==> src/rtl/cfg_setup_seq.sv <==
module cfg_setup_seq #(
  parameter int CLEAR_CYCLES = 16,
  parameter int PROG_MIN     = 4,
  parameter int CCLK_HALF    = 2
) (
  input  logic       clk,
  input  logic       por_n,
  input  logic       prog_n,
  input  logic       jtag_prog,
  input  logic       init_in,
  output logic       init_pull,
  output logic       user_io_en,
  input  logic [1:0] mode_pins,
  output logic [1:0] mode_q,
  input  logic       cfg_clk_in,
  output logic       cfg_clk_out,
  output logic       cfg_clk_oe,
  input  logic [7:0] cfg_din,
  output logic [7:0] cfg_word,
  output logic       cfg_word_vld,
  input  logic       stage_rdy,
  input  logic       stage_err,
  output logic [3:0] stage,
  output logic       done
);
  localparam int CW = $clog2(CLEAR_CYCLES + 1);
  localparam int PW = $clog2(PROG_MIN + 1);
  localparam int HW = $clog2(CCLK_HALF + 1);

  typedef enum logic [3:0] {
    ST_POR = 4'd0, ST_CLEAR = 4'd1, ST_WAIT = 4'd2, ST_SYNC = 4'd3,
    ST_ID = 4'd4, ST_LOAD = 4'd5, ST_CRC = 4'd6, ST_STARTUP = 4'd7,
    ST_DONE = 4'd8, ST_ERR = 4'd9
  } st_t;

  st_t           st;
  logic [CW-1:0] clr_cnt;
  logic [PW-1:0] prog_cnt;
  logic [HW-1:0] div_cnt;
  logic          cclk_q, sclk_s, sclk_p;
  logic          prog_hold, active, master, rise, clr_last;

  assign prog_hold  = (prog_cnt == PW'(PROG_MIN));
  assign clr_last   = (clr_cnt == CW'(CLEAR_CYCLES - 1));
  assign active     = (st inside {ST_SYNC, ST_ID, ST_LOAD, ST_CRC, ST_STARTUP});
  assign master     = ~mode_q[1];
  assign init_pull  = (st inside {ST_POR, ST_CLEAR, ST_ERR});
  assign user_io_en = (st == ST_DONE);
  assign done       = (st == ST_DONE);
  assign stage      = st;
  assign cfg_clk_oe = active & master;
  assign cfg_clk_out = cclk_q & cfg_clk_oe;
  assign rise = active & (master ? (div_cnt == HW'(CCLK_HALF - 1) && !cclk_q)
                                 : (sclk_s & ~sclk_p));

  always_ff @(posedge clk or negedge por_n) begin
    if (!por_n)       prog_cnt <= '0;
    else if (prog_n)  prog_cnt <= '0;
    else if (!prog_hold) prog_cnt <= prog_cnt + 1'b1;
  end

  always_ff @(posedge clk or negedge por_n) begin
    if (!por_n) begin
      st      <= ST_POR;
      clr_cnt <= '0;
      mode_q  <= '0;
    end else if (jtag_prog || (prog_hold && st != ST_CLEAR)) begin
      st      <= ST_CLEAR;
      clr_cnt <= '0;
    end else begin
      case (st)
        ST_POR: begin
          st      <= ST_CLEAR;
          clr_cnt <= '0;
        end
        ST_CLEAR: begin
          if (clr_last) begin
            clr_cnt <= '0;
            if (!prog_hold) st <= ST_WAIT;
          end else begin
            clr_cnt <= clr_cnt + 1'b1;
          end
        end
        ST_WAIT: if (init_in) begin
          mode_q <= mode_pins;
          st     <= ST_SYNC;
        end
        ST_SYNC:    if (stage_rdy) st <= ST_ID;
        ST_ID:      if (stage_err) st <= ST_ERR; else if (stage_rdy) st <= ST_LOAD;
        ST_LOAD:    if (stage_rdy) st <= ST_CRC;
        ST_CRC:     if (stage_err) st <= ST_ERR; else if (stage_rdy) st <= ST_STARTUP;
        ST_STARTUP: if (stage_rdy) st <= ST_DONE;
        default: ;
      endcase
    end
  end

  always_ff @(posedge clk or negedge por_n) begin
    if (!por_n) begin
      div_cnt <= '0;
      cclk_q  <= 1'b0;
    end else if (!(active && master)) begin
      div_cnt <= '0;
      cclk_q  <= 1'b0;
    end else if (div_cnt == HW'(CCLK_HALF - 1)) begin
      div_cnt <= '0;
      cclk_q  <= ~cclk_q;
    end else begin
      div_cnt <= div_cnt + 1'b1;
    end
  end

  always_ff @(posedge clk or negedge por_n) begin
    if (!por_n) begin
      sclk_s       <= 1'b0;
      sclk_p       <= 1'b0;
      cfg_word     <= '0;
      cfg_word_vld <= 1'b0;
    end else begin
      sclk_s       <= cfg_clk_in;
      sclk_p       <= sclk_s;
      cfg_word_vld <= rise;
      if (rise) cfg_word <= mode_q[0] ? cfg_din : {7'd0, cfg_din[0]};
    end
  end

  assert_prog_hold_R3: assert property (@(posedge clk) disable iff (!por_n)
    prog_hold |=> st == ST_CLEAR);

  assert_jtag_restart_R1: assert property (@(posedge clk) disable iff (!por_n)
    jtag_prog |=> (st == ST_CLEAR && clr_cnt == '0));

  assert_mode_hold_R6: assert property (@(posedge clk) disable iff (!por_n)
    (active || st == ST_DONE || st == ST_ERR) |=> $stable(mode_q));

  assert_stage_order_R10: assert property (@(posedge clk) disable iff (!por_n)
    (active && !jtag_prog && !prog_hold) |=>
      (stage == $past(stage) || stage == $past(stage) + 4'd1 || stage == 4'd9));

  assert_err_cause_R11: assert property (@(posedge clk) disable iff (!por_n)
    $rose(st == ST_ERR) |-> $past(stage_err));

  assert_clk_master_R8: assert property (@(posedge clk) disable iff (!por_n)
    $rose(cfg_clk_out) |-> !mode_q[1]);

  assert_done_entry_R12: assert property (@(posedge clk) disable iff (!por_n)
    $rose(done) |-> $past(stage) == 4'd7);

  assert_clear_bound_R4: assert property (@(posedge clk) disable iff (!por_n)
    (st == ST_CLEAR) |-> init_pull && !user_io_en && clr_cnt < CW'(CLEAR_CYCLES));
endmodule

==> config.mk <==
export PLATFORM = sky130hd
export DESIGN_NAME = cfg_setup_seq
export DESIGN_NICKNAME = d
export VERILOG_FILES = /design/src/rtl/cfg_setup_seq.sv
export SDC_FILE = /design/constraint.sdc
export NUM_CORES = 1
export LEC_CHECK = 0
export BUFFER_PORTS_ARGS = -buffer_cell sky130_fd_sc_hd__clkbuf_2
export CAP_MARGIN = 20
export CELL_PAD_IN_SITES_DETAIL_PLACEMENT = 0
export CELL_PAD_IN_SITES_GLOBAL_PLACEMENT = 1
export CORE_ASPECT_RATIO = 1.25
export CORE_UTILIZATION = 39
export DETAILED_ROUTE_END_ITERATION = 6
export HOLD_SLACK_MARGIN = 0.1
export PLACE_DENSITY_LB_ADDON = 0.1
export SYNTH_ARGS = -nofsm -noshare
export SYNTH_HDL_FRONTEND = slang
export SYNTH_SLANG_ARGS = --single-unit
export TNS_END_PERCENT = 1
==> constraint.sdc <==
create_clock -name clk -period 2.5 [get_ports clk]
set_input_delay 0.25 -clock clk [delete_from_list [all_inputs] [get_ports clk]]
set_output_delay 0.25 -clock clk [all_outputs]
set_load 0.01 [all_outputs]
After elaboration in Yosys (flattened, before gate mapping):

Index checks and enable logic that the tools add are counted.

* flip-flop bits (word level): 28
* output and inout bits: 20
* logic and storage cells: 79

* $add $sub $neg: 3
* eq/ne operators: 23
* multiplexer cells: 23
* bitwise gates (word level): 8
* reduce and logical (&&, ||, !) cells: 12

Operators with widths (number)
* 2-to-1 mux 4 bit: 11
* case mux 4 bit (8 select lines): 1
* equality test 4 x 3 -> 1 bit (second input constant): 4
* != test 3 x 2 -> 1 bit (second input constant): 5
* 2-to-1 mux 5 bit: 2
* case mux 5 bit (2 select lines): 1
* AND reduction 9 bit: 1
* nonzero test 9 bit: 1
* equality test 4 x 2 -> 1 bit (second input constant): 2
* equality test 4 bit (second input constant): 2
* 2-to-1 mux 8 bit: 1
* != test 4 x 3 -> 1 bit (second input constant): 2
* 2-to-1 mux 3 bit: 2
* nonzero test 3 bit: 2
* adder 5 x 1 -> 5 bit (second input constant): 1
* equality test 5 x 4 -> 1 bit (second input constant): 1
* nonzero test 5 bit: 1
* bitwise AND 1 bit: 4
* equality test 4 x 1 -> 1 bit (second input constant): 1
* zero test 4 bit: 1
* 2-to-1 mux 2 bit: 2
* != test 2 bit (second input constant): 2
* != test 4 x 1 -> 1 bit (second input constant): 1
* NOT 1 bit: 4
* other kinds (10): 14

Longest topological paths before layout:

Gate-level depths: netlist of run 1.

* depth after elaboration: 5
* depth in mapped cells: 6

Least setup slack after synthesis of run 1:

OpenSTA, ideal clock, no wires.

* path type: register to register
* start: register prog_cnt[0]
* end: register mode_q[0]
* data arrival time: 1.649 ns
* path slack: 0.726 ns
* stages on the path, launching flop included: 7
* buffers on the path: 0
* cells stage by stage: dfrtp_1 inv_1 ha_1 nand2_1 nand2b_1 or4_1 mux2_2

* word-level cells in the longest chain between the ends: 5

Ends and longest elaborated chain
* start, declared: RTL line 38 `logic [PW-1:0] prog_cnt;`
* start signal, assigned: RTL line 59 `else if (!prog_hold) prog_cnt <= prog_cnt + 1'b1;`
* equality test 3 bit: RTL line 43 `assign prog_hold = (prog_cnt == PW'(PROG_MIN));`
* logical AND 1 bit: RTL line 67 `end else if (jtag_prog || (prog_hold && st != ST_CLEAR)) begin`
* logical OR 1 bit: RTL line 67
* NOT 1 bit (no line)
* AND reduction 3 bit (no line)
* end signal, assigned: RTL line 85 `mode_q <= mode_pins;`
* end, declared: RTL line 14 `output logic [1:0] mode_q,`

No other way between the ends.
A chain may end at the register's enable or synchronous reset.

Worst setup path in the final report of run 1:

* start: register st[0] (netlist: stage[0])
* end: output cfg_clk_out

* word-level cells in the longest chain between the ends: 4
* elaborated cells between the ends (all ways): 8

Ends and longest elaborated chain
* start, declared: RTL line 36 `st_t st;`
* start signal, assigned: RTL line 64 `st <= ST_POR;`
* start signal, assigned: RTL line 68 `st <= ST_CLEAR;`
* start signal, assigned: RTL line 73 `st <= ST_CLEAR;`
* equality test 4 x 2 -> 1 bit or equality test 4 x 3 -> 1 bit (tied branches): RTL line 45 `assign active = (st inside {ST_SYNC, ST_ID, ST_LOAD, ST_CRC, ST_STARTUP});`
* nonzero test 5 bit (*): RTL line 45
* bitwise AND 1 bit (*): RTL line 51 `assign cfg_clk_oe = active & master;`
* bitwise AND 1 bit (*): RTL line 52 `assign cfg_clk_out = cclk_q & cfg_clk_oe;`
* end, declared: RTL line 16 `output logic cfg_clk_out,`

Mark *: on every way between the ends. The rest lies on a longest branch, timed or not.

==> impl_metrics.prom, run 1 <==
# TYPE chip_impl_metric gauge
chip_impl_info{name="run_status",value="finished, final reports clean"} 1
chip_impl_info{name="holdCritStartpoint",value="prog_n"} 1
chip_impl_metric{name="register_area",unit="um2"} 701
chip_impl_info{name="worst-setup-path-type",value="reg2out"} 1
chip_impl_info{name="synth.most_common_cell",value="dfrtp_1"} 1
chip_impl_metric{name="post_synth.cell_area_avg",unit="um2"} 10.0
chip_impl_metric{name="cts-buffers-inserted",unit=""} 3
chip_impl_metric{name="io_pins",unit=""} 38
chip_impl_metric{name="wire_length_per_cell_after_detailed_routing",unit="um"} 12.7
chip_impl_metric{name="drt_first_iter_violations",unit=""} 25
chip_impl_metric{name="worstPathRequired",unit="ns"} 2.25
chip_impl_metric{name="fp-row-count",unit=""} 24
chip_impl_metric{name="floorplan.die.width",unit="um"} 55.6
chip_impl_metric{name="layout_worst_path_cycle_share",unit="%"} 78.1
chip_impl_metric{name="finalSetupViolCount",unit=""} 0
chip_impl_metric{name="grt_usage",unit="%"} 15.7
chip_impl_metric{name="postLayoutSetupSlackWorst",unit="ns"} 0.548
chip_impl_metric{name="worst_case_setup_slack_after_placement",unit="ns"} 0.608
chip_impl_metric{name="utilization",unit="%"} 47.6
chip_impl_metric{name="placed_area",unit="um2"} 1580
chip_impl_metric{name="global_route.overflow_total",unit=""} 0
chip_impl_metric{name="netlist_instances",unit=""} 140
chip_impl_metric{name="ant_nets",unit=""} 0
chip_impl_metric{name="worstSkewPairLatency",unit="ns"} 0.27
chip_impl_metric{name="synth_edf_count",unit=""} 0
chip_impl_metric{name="place_inst",unit=""} 209
chip_impl_metric{name="p_int",unit="mW"} 0.884
chip_impl_metric{name="final.fill_count",unit=""} 337
chip_impl_metric{name="final_max_slew_viol_count",unit=""} 0
chip_impl_metric{name="power.density",unit="nW/um2"} 837
chip_impl_metric{name="diodes",unit=""} 0
chip_impl_metric{name="grt_first_pass_wirelength",unit="um"} 4820
chip_impl_metric{name="cts_htree_levels",unit=""} 1
chip_impl_metric{name="place.port_buffers",unit=""} 37
chip_impl_metric{name="drt-total-wl",unit="um"} 2710
chip_impl_info{name="cts_tree",value="yes"} 1
chip_impl_info{name="synthTopCellsByCount",value="28 x dfrtp_1, 26 x nand2_1, 9 x inv_1"} 1
chip_impl_metric{name="route.detailed.vias_per_inst",unit=""} 5.04
chip_impl_metric{name="area_of_the_die",unit="um2"} 3840
chip_impl_metric{name="multiInputGateArea",unit="um2"} 614
chip_impl_info{name="cp-start-kind",value="register"} 1
chip_impl_metric{name="max-cap-violations",unit=""} 0
chip_impl_metric{name="floorplan.core_area",unit="um2"} 3450
chip_impl_metric{name="synth_top_area_share",unit="%"} 50.0
chip_impl_metric{name="sw_frac_of_total",unit="%"} 35.8
chip_impl_metric{name="synth.lib_cells_used.distinct",unit=""} 40
chip_impl_metric{name="grt_antenna_before_repair",unit=""} 0
chip_impl_info{name="end_kind",value="output port"} 1
chip_impl_metric{name="power_frac_clock",unit="%"} 17.5
chip_impl_metric{name="design.final.nets",unit=""} 198
chip_impl_metric{name="grt_pass1_vias",unit=""} 1073
chip_impl_metric{name="max_slew.worst_pin.slew",unit="ns"} 0.696
chip_impl_metric{name="fmaxAchievable",unit="GHz"} 0.512
chip_impl_metric{name="ys_async_sr_fraction",unit="%"} 100
chip_impl_metric{name="flow.area_growth_from_synthesis",unit="%"} 17.2
chip_impl_metric{name="data_arrival_time_of_the_critical_path",unit="ns"} 1.70
chip_impl_metric{name="synth.net_count",unit=""} 161
chip_impl_metric{name="clock-sinks",unit=""} 28
chip_impl_info{name="grt_setup_unrepaired",value="false"} 1
chip_impl_info{name="clockRootBuffer",value="clkbuf_8"} 1
chip_impl_metric{name="synth_sequential_area_ratio",unit="%"} 50.0
chip_impl_metric{name="timing_hold_violations_final",unit=""} 0
chip_impl_info{name="timing.critical_path.from",value="stage[0]"} 1
chip_impl_metric{name="effective_utilization_at_floorplan",unit="%"} 40.6
chip_impl_metric{name="critical_path_peak_fanout",unit=""} 11
chip_impl_metric{name="p_seq_share",unit="%"} 47.0
chip_impl_metric{name="final-instance-count-excl-fill",unit=""} 214
chip_impl_info{name="synth.top_cells.by_area",value="dfrtp_1 50%, nand2_1 7.0%, ha_1 2.7%, inv_1 2.4%, buf_6 2.4%"} 1
chip_impl_info{name="critical_path.reg2reg.startpoint",value="prog_cnt[0]"} 1
chip_impl_metric{name="gp_congestion",unit=""} 0.846
chip_impl_metric{name="irDropWorstVdd",unit="mV"} 0.389
chip_impl_metric{name="fin_setup_tns",unit="ns"} 0
chip_impl_metric{name="clk_pin_slew",unit="ns"} 0.09
chip_impl_metric{name="final_period_minus_worst_setup_slack",unit="ns"} 1.95
chip_impl_metric{name="power.static_leakage",unit="nW"} 0.828
chip_impl_metric{name="route.detailed.drc",unit=""} 0
chip_impl_info{name="yosysTopAreaCell",value="dfrtp_1"} 1
chip_impl_info{name="predominant_post_synthesis_flop_cell",value="dfrtp_1"} 1
chip_impl_metric{name="relSlewSlack",unit="%"} 53.6
chip_impl_metric{name="chipHeight",unit="um"} 69.1
chip_impl_metric{name="drive_gt1_share",unit="%"} 29.7
chip_impl_info{name="hold_path.class",value="in2reg"} 1
chip_impl_metric{name="p_sw",unit="mW"} 0.492
chip_impl_metric{name="place_hpwl",unit="um"} 2000
chip_impl_metric{name="maximum_number_of_pins_on_one_net_before_global_route_repair",unit=""} 29
chip_impl_metric{name="fin_area",unit="um2"} 1640
chip_impl_metric{name="ys_seq_elements",unit=""} 28
chip_impl_metric{name="yosysWarningCount",unit=""} 0
chip_impl_metric{name="r2r_setup_slack",unit="ns"} 0.59
chip_impl_metric{name="synthesis.area",unit="um2"} 1400
chip_impl_metric{name="max-clock-path-buffers",unit=""} 2
chip_impl_metric{name="detail_route.first_pass.iterations",unit=""} 4
chip_impl_metric{name="finalClockSkew",unit="ns"} 0.00267
chip_impl_metric{name="power.share.combinational",unit="%"} 35.4
chip_impl_metric{name="dr_total_vias",unit=""} 1079
==> registers in the layout (all words and copies together), names as in the netlist, 2 cells and up <==
register	count
prog_cnt	3
div_cnt	2
mode_q	2
cfg_word	8
stage	4
clr_cnt	5
==> power by group through the flow <==
stage	clock [mW]	sequential (mW)	combinational (mW)
finish	0.242	0.647	0.488
global route	0.267	0.665	0.555
CTS	0.255	0.648	0.494
detailed placement	0	0.657	0.489
global placement	0	0.656	0.482
floorplan	0	0.623	0.392
==> path summary, 6_finish.rpt <==
kind                               end  depth (start not counted)
min in group asynchronous       sclk_s                          2
max reg2reg                  mode_q[0]                          6
max in group asynchronous  cfg_word[4]                          2
min reg2reg                     sclk_p                          0
min                        prog_cnt[0]                          2
max                        cfg_clk_out                          5
==> cell type report <==
class / count / share of cell area (%)
flip-flops and latches: 28 / 42.6
repair buffers: 39 / 12.5
inverters: 9 / 2.05
clock buffers: 3 / 2.51
well taps: 39 / 2.97
multi-input cells: 96 / 37.4
==> metrics by stage <==
stage / power, mW / hold WS, ns
floorplan: 1.02 / -0.0456
global placement: 1.14 / 0.325
detailed placement: 1.15 / 0.342
CTS: 1.40 / 0.158
global route: 1.49 / 0.161
finish: 1.38 / 0.168
==> layout by cell type, fill, tap and decap left out, types with 3 or more instances in the layout <==
cell type	netlist	layout
dfrtp_1	28	28
nand3_1	5	5
inv_1	9	9
o21ai_1	5	5
ha_1	3	3
clkbuf_8	0	3
nor2_1	8	8
nand2_1	26	26
a21oi_1	6	6
o21ai_0	3	3
clkbuf_2	0	37
nor3b_1	4	4
==> critical path: stages (launching register included) <==
cell and delay, ns:
dfrtp_1 0.60, a21oi_1 0.13, or3_1 0.38, inv_1 0.09, and2_1 0.12, clkbuf_2 0.12
==> repair_timing <==
item                                   CTS  global route
resized for setup                        0             0
buffers inserted                         0             0
endpoints found under the hold margin   29             0
hold buffers                             2             0
==> kinds of logic after synthesis <==
| group | Yosys count | synth area share (%) |
|---|---|---|
| and+or+nand+nor | 58 | 20.4 |
| AOI/OAI and AO/OA | 28 | 15.1 |
| muxes | 4 | 3.75 |
| buffers and inverters | 16 | 6.24 |
| adders and majority gates | 3 | 2.68 |
| DFF | 28 | 50.0 |
| xor gates and xnor gates | 3 | 1.87 |
==> routing by layer <==
metal / share of wire (%) / track usage [%]
met2: 46 / 24.5
met5: 0 / 0
met3: 4.8 / 3.00
met1: 47 / 20.7
met4: 1.3 / 7.50
No activity file was read; power rests on OpenSTA's default activity.
==> inputs of run 2 (changes only) <==
Settings changed: ABC_AREA from default to 1, CORE_UTILIZATION 39 to 34.
Clock period 2.5 ns to 1.6 ns, I/O delays scaled along.
==> run 2 against run 1 <==
Compared with the run above: wire length rose by 20%; critical path type unchanged; register-to-register slack lost 0.51 ns; largest power group is now combinational logic; via count up 16%; setup slack worse by 0.52 ns; die area is 17% higher; critical path depth shrank 2; power rose by 110%; hold slack worse by 0.057 ns; synthesized cell count increased by 22%; clock-buffer cell count unchanged; final cell count is 29% higher; synthesized area increased by 2.4%.
==> impl_metrics.prom, run 2 <==
# TYPE chip_impl_metric gauge
chip_impl_info{name="cp-start-kind",value="register"} 1
chip_impl_metric{name="synth_top_area_share",unit="%"} 48.8
chip_impl_metric{name="grt_first_pass_wirelength",unit="um"} 5040
chip_impl_info{name="grt_setup_unrepaired",value="true"} 1
chip_impl_metric{name="fin_area",unit="um2"} 1870
chip_impl_metric{name="ant_nets",unit=""} 0
chip_impl_metric{name="finalSetupViolCount",unit=""} 0
chip_impl_metric{name="diodes",unit=""} 0
chip_impl_metric{name="cts_htree_levels",unit=""} 1
chip_impl_info{name="cell_chain_of_the_critical_path",value="buf_12 > nor4_1 > clkbuf_2"} 1
chip_impl_metric{name="dr_total_vias",unit=""} 1250
chip_impl_metric{name="drt_first_iter_violations",unit=""} 57
chip_impl_metric{name="route.detailed.drc",unit=""} 0
chip_impl_metric{name="effective_utilization_at_floorplan",unit="%"} 35.3
chip_impl_metric{name="max-cap-violations",unit=""} 0
chip_impl_metric{name="critical_path_peak_fanout",unit=""} 4
chip_impl_metric{name="synth.lib_cells_used.distinct",unit=""} 27
chip_impl_metric{name="cts-buffers-inserted",unit=""} 3
chip_impl_info{name="predominant_post_synthesis_flop_cell",value="dfrtp_1"} 1
chip_impl_metric{name="slowest_delay",unit="ns"} 0.45
chip_impl_metric{name="place_inst",unit=""} 264
chip_impl_info{name="synthTopCellsByCount",value="50 x nand2_1, 28 x dfrtp_1, 18 x inv_1"} 1
chip_impl_metric{name="gp_congestion",unit=""} 0.907
chip_impl_metric{name="ys_async_sr_fraction",unit="%"} 100
chip_impl_metric{name="grt_pass1_vias",unit=""} 1159
chip_impl_metric{name="synth_sequential_area_ratio",unit="%"} 48.8
chip_impl_metric{name="worstSkewPairLatency",unit="ns"} 0.28
chip_impl_info{name="clockRootBuffer",value="clkbuf_8"} 1
chip_impl_metric{name="power.density",unit="nW/um2"} 1580
chip_impl_metric{name="grt_usage",unit="%"} 15.3
chip_impl_info{name="run_status",value="finished, final reports clean"} 1
chip_impl_info{name="yosysTopAreaCell",value="dfrtp_1"} 1
chip_impl_metric{name="final-instance-count-excl-fill",unit=""} 277
chip_impl_metric{name="fmaxAchievable",unit="GHz"} 0.638
chip_impl_info{name="synth.most_common_cell",value="nand2_1"} 1
chip_impl_metric{name="clock-sinks",unit=""} 28
chip_impl_metric{name="data_arrival_time_of_the_critical_path",unit="ns"} 1.41
chip_impl_metric{name="netlist_instances",unit=""} 171
chip_impl_metric{name="floorplan.die.width",unit="um"} 60.1
chip_impl_metric{name="placed_area",unit="um2"} 1690
chip_impl_metric{name="timing_hold_violations_final",unit=""} 0
chip_impl_metric{name="finalClockSkew",unit="ns"} 0.00726
chip_impl_metric{name="post_synth.cell_area_avg",unit="um2"} 8.40
chip_impl_metric{name="fp-row-count",unit=""} 26
chip_impl_info{name="layout_common_cells",value="48 x nand2_1, 37 x clkbuf_2, 24 x dfrtp_1"} 1
chip_impl_info{name="hold_path.class",value="in2reg"} 1
chip_impl_metric{name="floorplan.core_area",unit="um2"} 4070
chip_impl_metric{name="flow.area_growth_from_synthesis",unit="%"} 30.4
chip_impl_metric{name="synth.net_count",unit=""} 192
chip_impl_info{name="cts_tree",value="yes"} 1
chip_impl_metric{name="global_route.overflow_total",unit=""} 0
chip_impl_metric{name="place.port_buffers",unit=""} 37
chip_impl_metric{name="synth_edf_count",unit=""} 0
chip_impl_metric{name="area_of_the_die",unit="um2"} 4490
chip_impl_metric{name="grt_antenna_before_repair",unit=""} 0
chip_impl_info{name="registers.top_by_ff_count",value="cfg_word"} 1
chip_impl_metric{name="maximum_number_of_pins_on_one_net_before_global_route_repair",unit=""} 29
chip_impl_info{name="layout_commonest_cell",value="nand2_1"} 1
chip_impl_metric{name="largest_register_ffs",unit=""} 8
chip_impl_metric{name="clk_pin_slew",unit="ns"} 0.10
chip_impl_metric{name="chipHeight",unit="um"} 74.7
chip_impl_metric{name="place_hpwl",unit="um"} 2420
chip_impl_metric{name="power.static_leakage",unit="nW"} 0.975
chip_impl_metric{name="worstPathRequired",unit="ns"} 1.44
chip_impl_info{name="worst-setup-path-type",value="reg2out"} 1
chip_impl_info{name="slowest_stage",value="dfrtp_2"} 1
chip_impl_metric{name="relSlewSlack",unit="%"} 54.4
chip_impl_metric{name="drt-total-wl",unit="um"} 3250
chip_impl_metric{name="synthesis.area",unit="um2"} 1440
chip_impl_metric{name="route.detailed.vias_per_inst",unit=""} 4.51
chip_impl_metric{name="final_period_minus_worst_setup_slack",unit="ns"} 1.57
chip_impl_info{name="end_kind",value="output port"} 1
chip_impl_metric{name="drive_gt1_share",unit="%"} 35.7
chip_impl_metric{name="yosysWarningCount",unit=""} 0
chip_impl_info{name="synth.top_cells.by_area",value="dfrtp_1 49%, nand2_1 13%, nand3_1 5.9%, inv_1 4.7%, o21ai_2 4.3%"} 1
chip_impl_metric{name="detail_route.first_pass.iterations",unit=""} 5
chip_impl_metric{name="wire_length_per_cell_after_detailed_routing",unit="um"} 11.7
chip_impl_metric{name="final_max_slew_viol_count",unit=""} 0
chip_impl_metric{name="ys_seq_elements",unit=""} 28
chip_impl_metric{name="max_slew.worst_pin.slew",unit="ns"} 0.685
chip_impl_metric{name="layout_worst_path_cycle_share",unit="%"} 97.9
chip_impl_metric{name="max-clock-path-buffers",unit=""} 2
chip_impl_metric{name="irDropWorstVdd",unit="mV"} 0.519
chip_impl_metric{name="design.final.nets",unit=""} 243
chip_impl_metric{name="io_pins",unit=""} 38
==> run 2: layer usage <==
metal  global-route usage, %  share of wire [%]  wire (um)  up-vias
met5                       0                  0          0        -
met4                    7.75                1.7         55        0
met3                    2.06                3.8        122        4
met2                    27.1                 50       1620       36
met1                    17.7                 45       1460      569
li1                        -                  -          -      641
==> run 2: power by group <==
part,switching [mW],leakage (nW),internal (mW)
Combinational,0.755,0.580,0.541
Sequential,0.182,0.360,0.919
Clock,0.226,0.0357,0.335
==> run 2: final timing paths <==
path | slack (ns) | cells after the start | end | start
worst max-delay path | 0.03 | 3 | user_io_en | stage[1]
worst min-delay path | 0.11 | 3 | cfg_word[7] | cfg_din[7]
worst max register to register | 0.08 | 9 | clr_cnt[2] | stage[0]
worst min register to register | 0.39 | 0 | sclk_p | sclk_s
max in group asynchronous | 0.68 | 2 | stage[3] | por_n
min in group asynchronous | 0.44 | 2 | cfg_word[6] | por_n
==> run 2: through the flow <==
stage	worst slack (ns)	TNS (ns)	util, %	hold slack [ns]	power (mW)
finish	0.0329	0	46.1	0.111	2.96
floorplan	0.134	0	-	-0.136	1.90
global route	-0.0588	-0.198	46.1	0.105	3.21
CTS	0.00488	0	44.5	0.105	2.87
global placement	0.117	0	41.5	0.238	2.27
detailed placement	0.0461	0	41.5	0.242	2.28
==> run 2: kinds of logic after synthesis <==
| kind of cell | share of synthesized area (%) |
|---|---|
| DFF | 48.8 |
| and+or+nand+nor | 28.2 |
| xor gates and xnor gates | 1.22 |
| AOI/OAI and AO/OA | 10.5 |
| adders and majority gates | 2.61 |
| buffers and inverters | 8.71 |
==> run 2: area by class of cell <==
class	instances	area [um2]
Multi-Input combinational cell	117	627
Tap cell	56	70.1
Sequential cell	28	706
Timing Repair Buffer	52	324
Clock buffer	3	41.3
Fill cell	415	2190
Inverter	20	75.1
Clock inverter	1	30.0
==> run 2: critical path: cells and delay by family (launching register included) <==
| kind | cells | cell delay, ns |
|---|---|---|
| and+or+nand+nor | 1 | 0.35 |
| DFF | 1 | 0.45 |
| buffers and inverters | 2 | 0.34 |
==> run 2: timing repair <==
action | in CTS | in global routing
hold endpoints to repair | 31 | 0
pin swaps | 0 | 1
hold buffers | 4 | 0
setup buffers | 0 | 5
endpoints found under the setup margin | 4 | 15
gates resized for setup | 6 | 5
==> inputs of run 3 (changes only) <==
Settings changed: BUFFER_PORTS_ARGS -buffer_cell sky130_fd_sc_hd__clkbuf_2 to -buffer_cell sky130_fd_sc_hd__buf_2, CELL_PAD_IN_SITES_DETAIL_PLACEMENT 0 to default, CELL_PAD_IN_SITES_GLOBAL_PLACEMENT 1 to default, CORE_ASPECT_RATIO 1.25 to 0.6, CORE_UTILIZATION 34 to 46, PLACE_DENSITY from default to 0.74, PLACE_DENSITY_LB_ADDON 0.1 to default.
==> run 3 against run 2 <==
Compared with the run above: core utilization grew 16 points; maximum frequency grew 2.1%; non-clock buffer count shrank 2; critical path depth is the same; wire length shrank 12%; final cell count shrank 5.8%; critical path type unchanged; sequential power is essentially flat; clock-buffer cell count is the same; register-to-register slack gained 0.04 ns.
==> impl_metrics.prom, run 3 (synthesis results as in run 2) <==
# TYPE chip_impl_metric gauge
chip_impl_info{name="cp-start-kind",value="register"} 1
chip_impl_metric{name="final_period_minus_worst_setup_slack",unit="ns"} 1.54
chip_impl_info{name="slowest_stage",value="dfrtp_2"} 1
chip_impl_metric{name="chipHeight",unit="um"} 45.3
chip_impl_metric{name="area_of_the_die",unit="um2"} 3360
chip_impl_metric{name="route.detailed.vias_per_inst",unit=""} 4.72
chip_impl_info{name="cts_tree",value="yes"} 1
chip_impl_metric{name="flow.area_growth_from_synthesis",unit="%"} 27.3
chip_impl_metric{name="fmaxAchievable",unit="GHz"} 0.651
chip_impl_metric{name="grt_first_pass_wirelength",unit="um"} 4450
chip_impl_metric{name="max-cap-violations",unit=""} 0
chip_impl_metric{name="slowest_delay",unit="ns"} 0.48
chip_impl_info{name="clockRootBuffer",value="clkbuf_8"} 1
chip_impl_metric{name="worstPathRequired",unit="ns"} 1.44
chip_impl_metric{name="fin_total_pwr",unit="mW"} 2.85
chip_impl_info{name="grt_setup_unrepaired",value="true"} 1
chip_impl_metric{name="final_max_slew_viol_count",unit=""} 0
chip_impl_metric{name="gp_congestion",unit=""} 0.791
chip_impl_metric{name="multiInputGateArea",unit="um2"} 633
chip_impl_metric{name="clk_pin_slew",unit="ns"} 0.10
chip_impl_metric{name="largest_register_ffs",unit=""} 8
chip_impl_metric{name="irDropWorstVdd",unit="mV"} 0.777
chip_impl_info{name="hold_path.class",value="in2reg"} 1
chip_impl_metric{name="drt_first_iter_violations",unit=""} 53
chip_impl_metric{name="route.detailed.drc",unit=""} 0
chip_impl_metric{name="effective_utilization_at_floorplan",unit="%"} 49.1
chip_impl_info{name="end_kind",value="output port"} 1
chip_impl_metric{name="dr_total_vias",unit=""} 1231
chip_impl_metric{name="final.fill_count",unit=""} 273
chip_impl_metric{name="cts-buffers-inserted",unit=""} 3
chip_impl_metric{name="max-clock-path-buffers",unit=""} 2
chip_impl_metric{name="timing_hold_violations_final",unit=""} 0
chip_impl_metric{name="fin_area",unit="um2"} 1830
chip_impl_metric{name="floorplan.die.width",unit="um"} 74.1
chip_impl_metric{name="r2r_setup_slack",unit="ns"} 0.12
chip_impl_metric{name="power.density",unit="nW/um2"} 1560
chip_impl_info{name="layout_common_cells",value="48 x nand2_1, 37 x buf_2, 26 x dfrtp_1"} 1
chip_impl_metric{name="fp-row-count",unit=""} 15
chip_impl_metric{name="grt_pass1_vias",unit=""} 978
chip_impl_metric{name="finalHoldWorstSlack",unit="ns"} 0.116
chip_impl_metric{name="maximum_number_of_pins_on_one_net_before_global_route_repair",unit=""} 29
chip_impl_info{name="run_status",value="finished, final reports clean"} 1
chip_impl_metric{name="diodes",unit=""} 0
chip_impl_info{name="registers.top_by_ff_count",value="cfg_word"} 1
chip_impl_metric{name="drt-total-wl",unit="um"} 2860
chip_impl_metric{name="cts_htree_levels",unit=""} 1
chip_impl_metric{name="critical_path_peak_fanout",unit=""} 7
chip_impl_metric{name="global_route.overflow_total",unit=""} 0
chip_impl_metric{name="detail_route.first_pass.iterations",unit=""} 4
chip_impl_metric{name="power.static_leakage",unit="nW"} 0.971
chip_impl_metric{name="place_hpwl",unit="um"} 2120
chip_impl_metric{name="relSlewSlack",unit="%"} 59.9
chip_impl_metric{name="worstSkewPairLatency",unit="ns"} 0.27
chip_impl_metric{name="ant_nets",unit=""} 0
chip_impl_metric{name="wire_length_per_cell_after_detailed_routing",unit="um"} 11.0
chip_impl_metric{name="clock-sinks",unit=""} 28
chip_impl_info{name="cell_chain_of_the_critical_path",value="buf_4 > nor4_2 > buf_2"} 1
chip_impl_metric{name="register_area",unit="um2"} 703
chip_impl_metric{name="grt_antenna_before_repair",unit=""} 0
chip_impl_metric{name="max_slew.worst_pin.slew",unit="ns"} 0.601
chip_impl_metric{name="layout_worst_path_cycle_share",unit="%"} 96.0
chip_impl_metric{name="data_arrival_time_of_the_critical_path",unit="ns"} 1.38
chip_impl_metric{name="io_pins",unit=""} 38
chip_impl_metric{name="design.final.nets",unit=""} 241
chip_impl_metric{name="place.port_buffers",unit=""} 37
chip_impl_info{name="worst-setup-path-type",value="reg2out"} 1
chip_impl_metric{name="grt_usage",unit="%"} 18.2
chip_impl_metric{name="floorplan.core_area",unit="um2"} 2930
chip_impl_info{name="layout_commonest_cell",value="nand2_1"} 1
chip_impl_metric{name="finalClockSkew",unit="ns"} 0.00926
chip_impl_metric{name="drive_gt1_share",unit="%"} 33.8
chip_impl_metric{name="placed_area",unit="um2"} 1680
chip_impl_metric{name="finalSetupViolCount",unit=""} 0
-- run 3: through the flow --
stage / util (%) / setup WS [ns] / instances / setup TNS (ns)
finish: 62.4 / 0.0643 / 261 / 0
global route: 62.4 / -0.00881 / 261 / -0.0117
CTS: 61.5 / 0.0308 / 259 / 0
detailed placement: 57.3 / 0.0597 / 251 / 0
global placement: 57.3 / 0.117 / 251 / 0
floorplan: - / 0.134 / 171 / 0
-- run 3: cell type report --
class,count,area share (%)
flip-flops and latches,28,38.5
well taps,42,2.87
clock inverters,1,1.64
multi-input cells,117,34.6
repair buffers,50,16.0
inverters,20,4.11
clock buffers,3,2.26
-- run 3: critical path, delay by kind of cell, from the launching register on --
family        cells  cell delay, ns
buf+inv           2            0.34
simple gates      1            0.28
flops             1            0.48
-- run 3: final timing paths --
check | start | cells after the start | to
max | stage[1] | 3 | done
min | mode_pins[0] | 3 | mode_q[0]
max reg2reg | prog_cnt[0] | 9 | stage[0]
min reg2reg | sclk_s | 0 | sclk_p
max in group asynchronous | por_n | 2 | stage[1]
min in group asynchronous | por_n | 2 | cfg_word[0]
-- run 3: power by group --
part           total (mW)  internal [mW]  switching, mW  leakage (nW)
Clock               0.551          0.335          0.216        0.0357
Combinational        1.20          0.485          0.712         0.572
Sequential           1.10          0.918          0.181         0.363
Total                2.85           1.74           1.11         0.971
-- run 3: routing by layer --
metal | up-vias | part of all wire, % | GRT usage [%] | wire (um)
met5 | - | 0 | 0 | 0
met4 | 0 | 1.2 | 5.77 | 33
met3 | 5 | 4.1 | 4.02 | 116
met2 | 30 | 43 | 24.5 | 1230
met1 | 554 | 52 | 28.4 | 1490
li1 | 642 | - | - | -
-- run 3: repair_timing --
item | in CTS | in global routing
pin swaps | 0 | 2
resized for setup | 3 | 4
setup endpoints to repair | 4 | 11
hold endpoints to repair | 31 | 0
buffers inserted | 0 | 2
hold buffers | 4 | 0
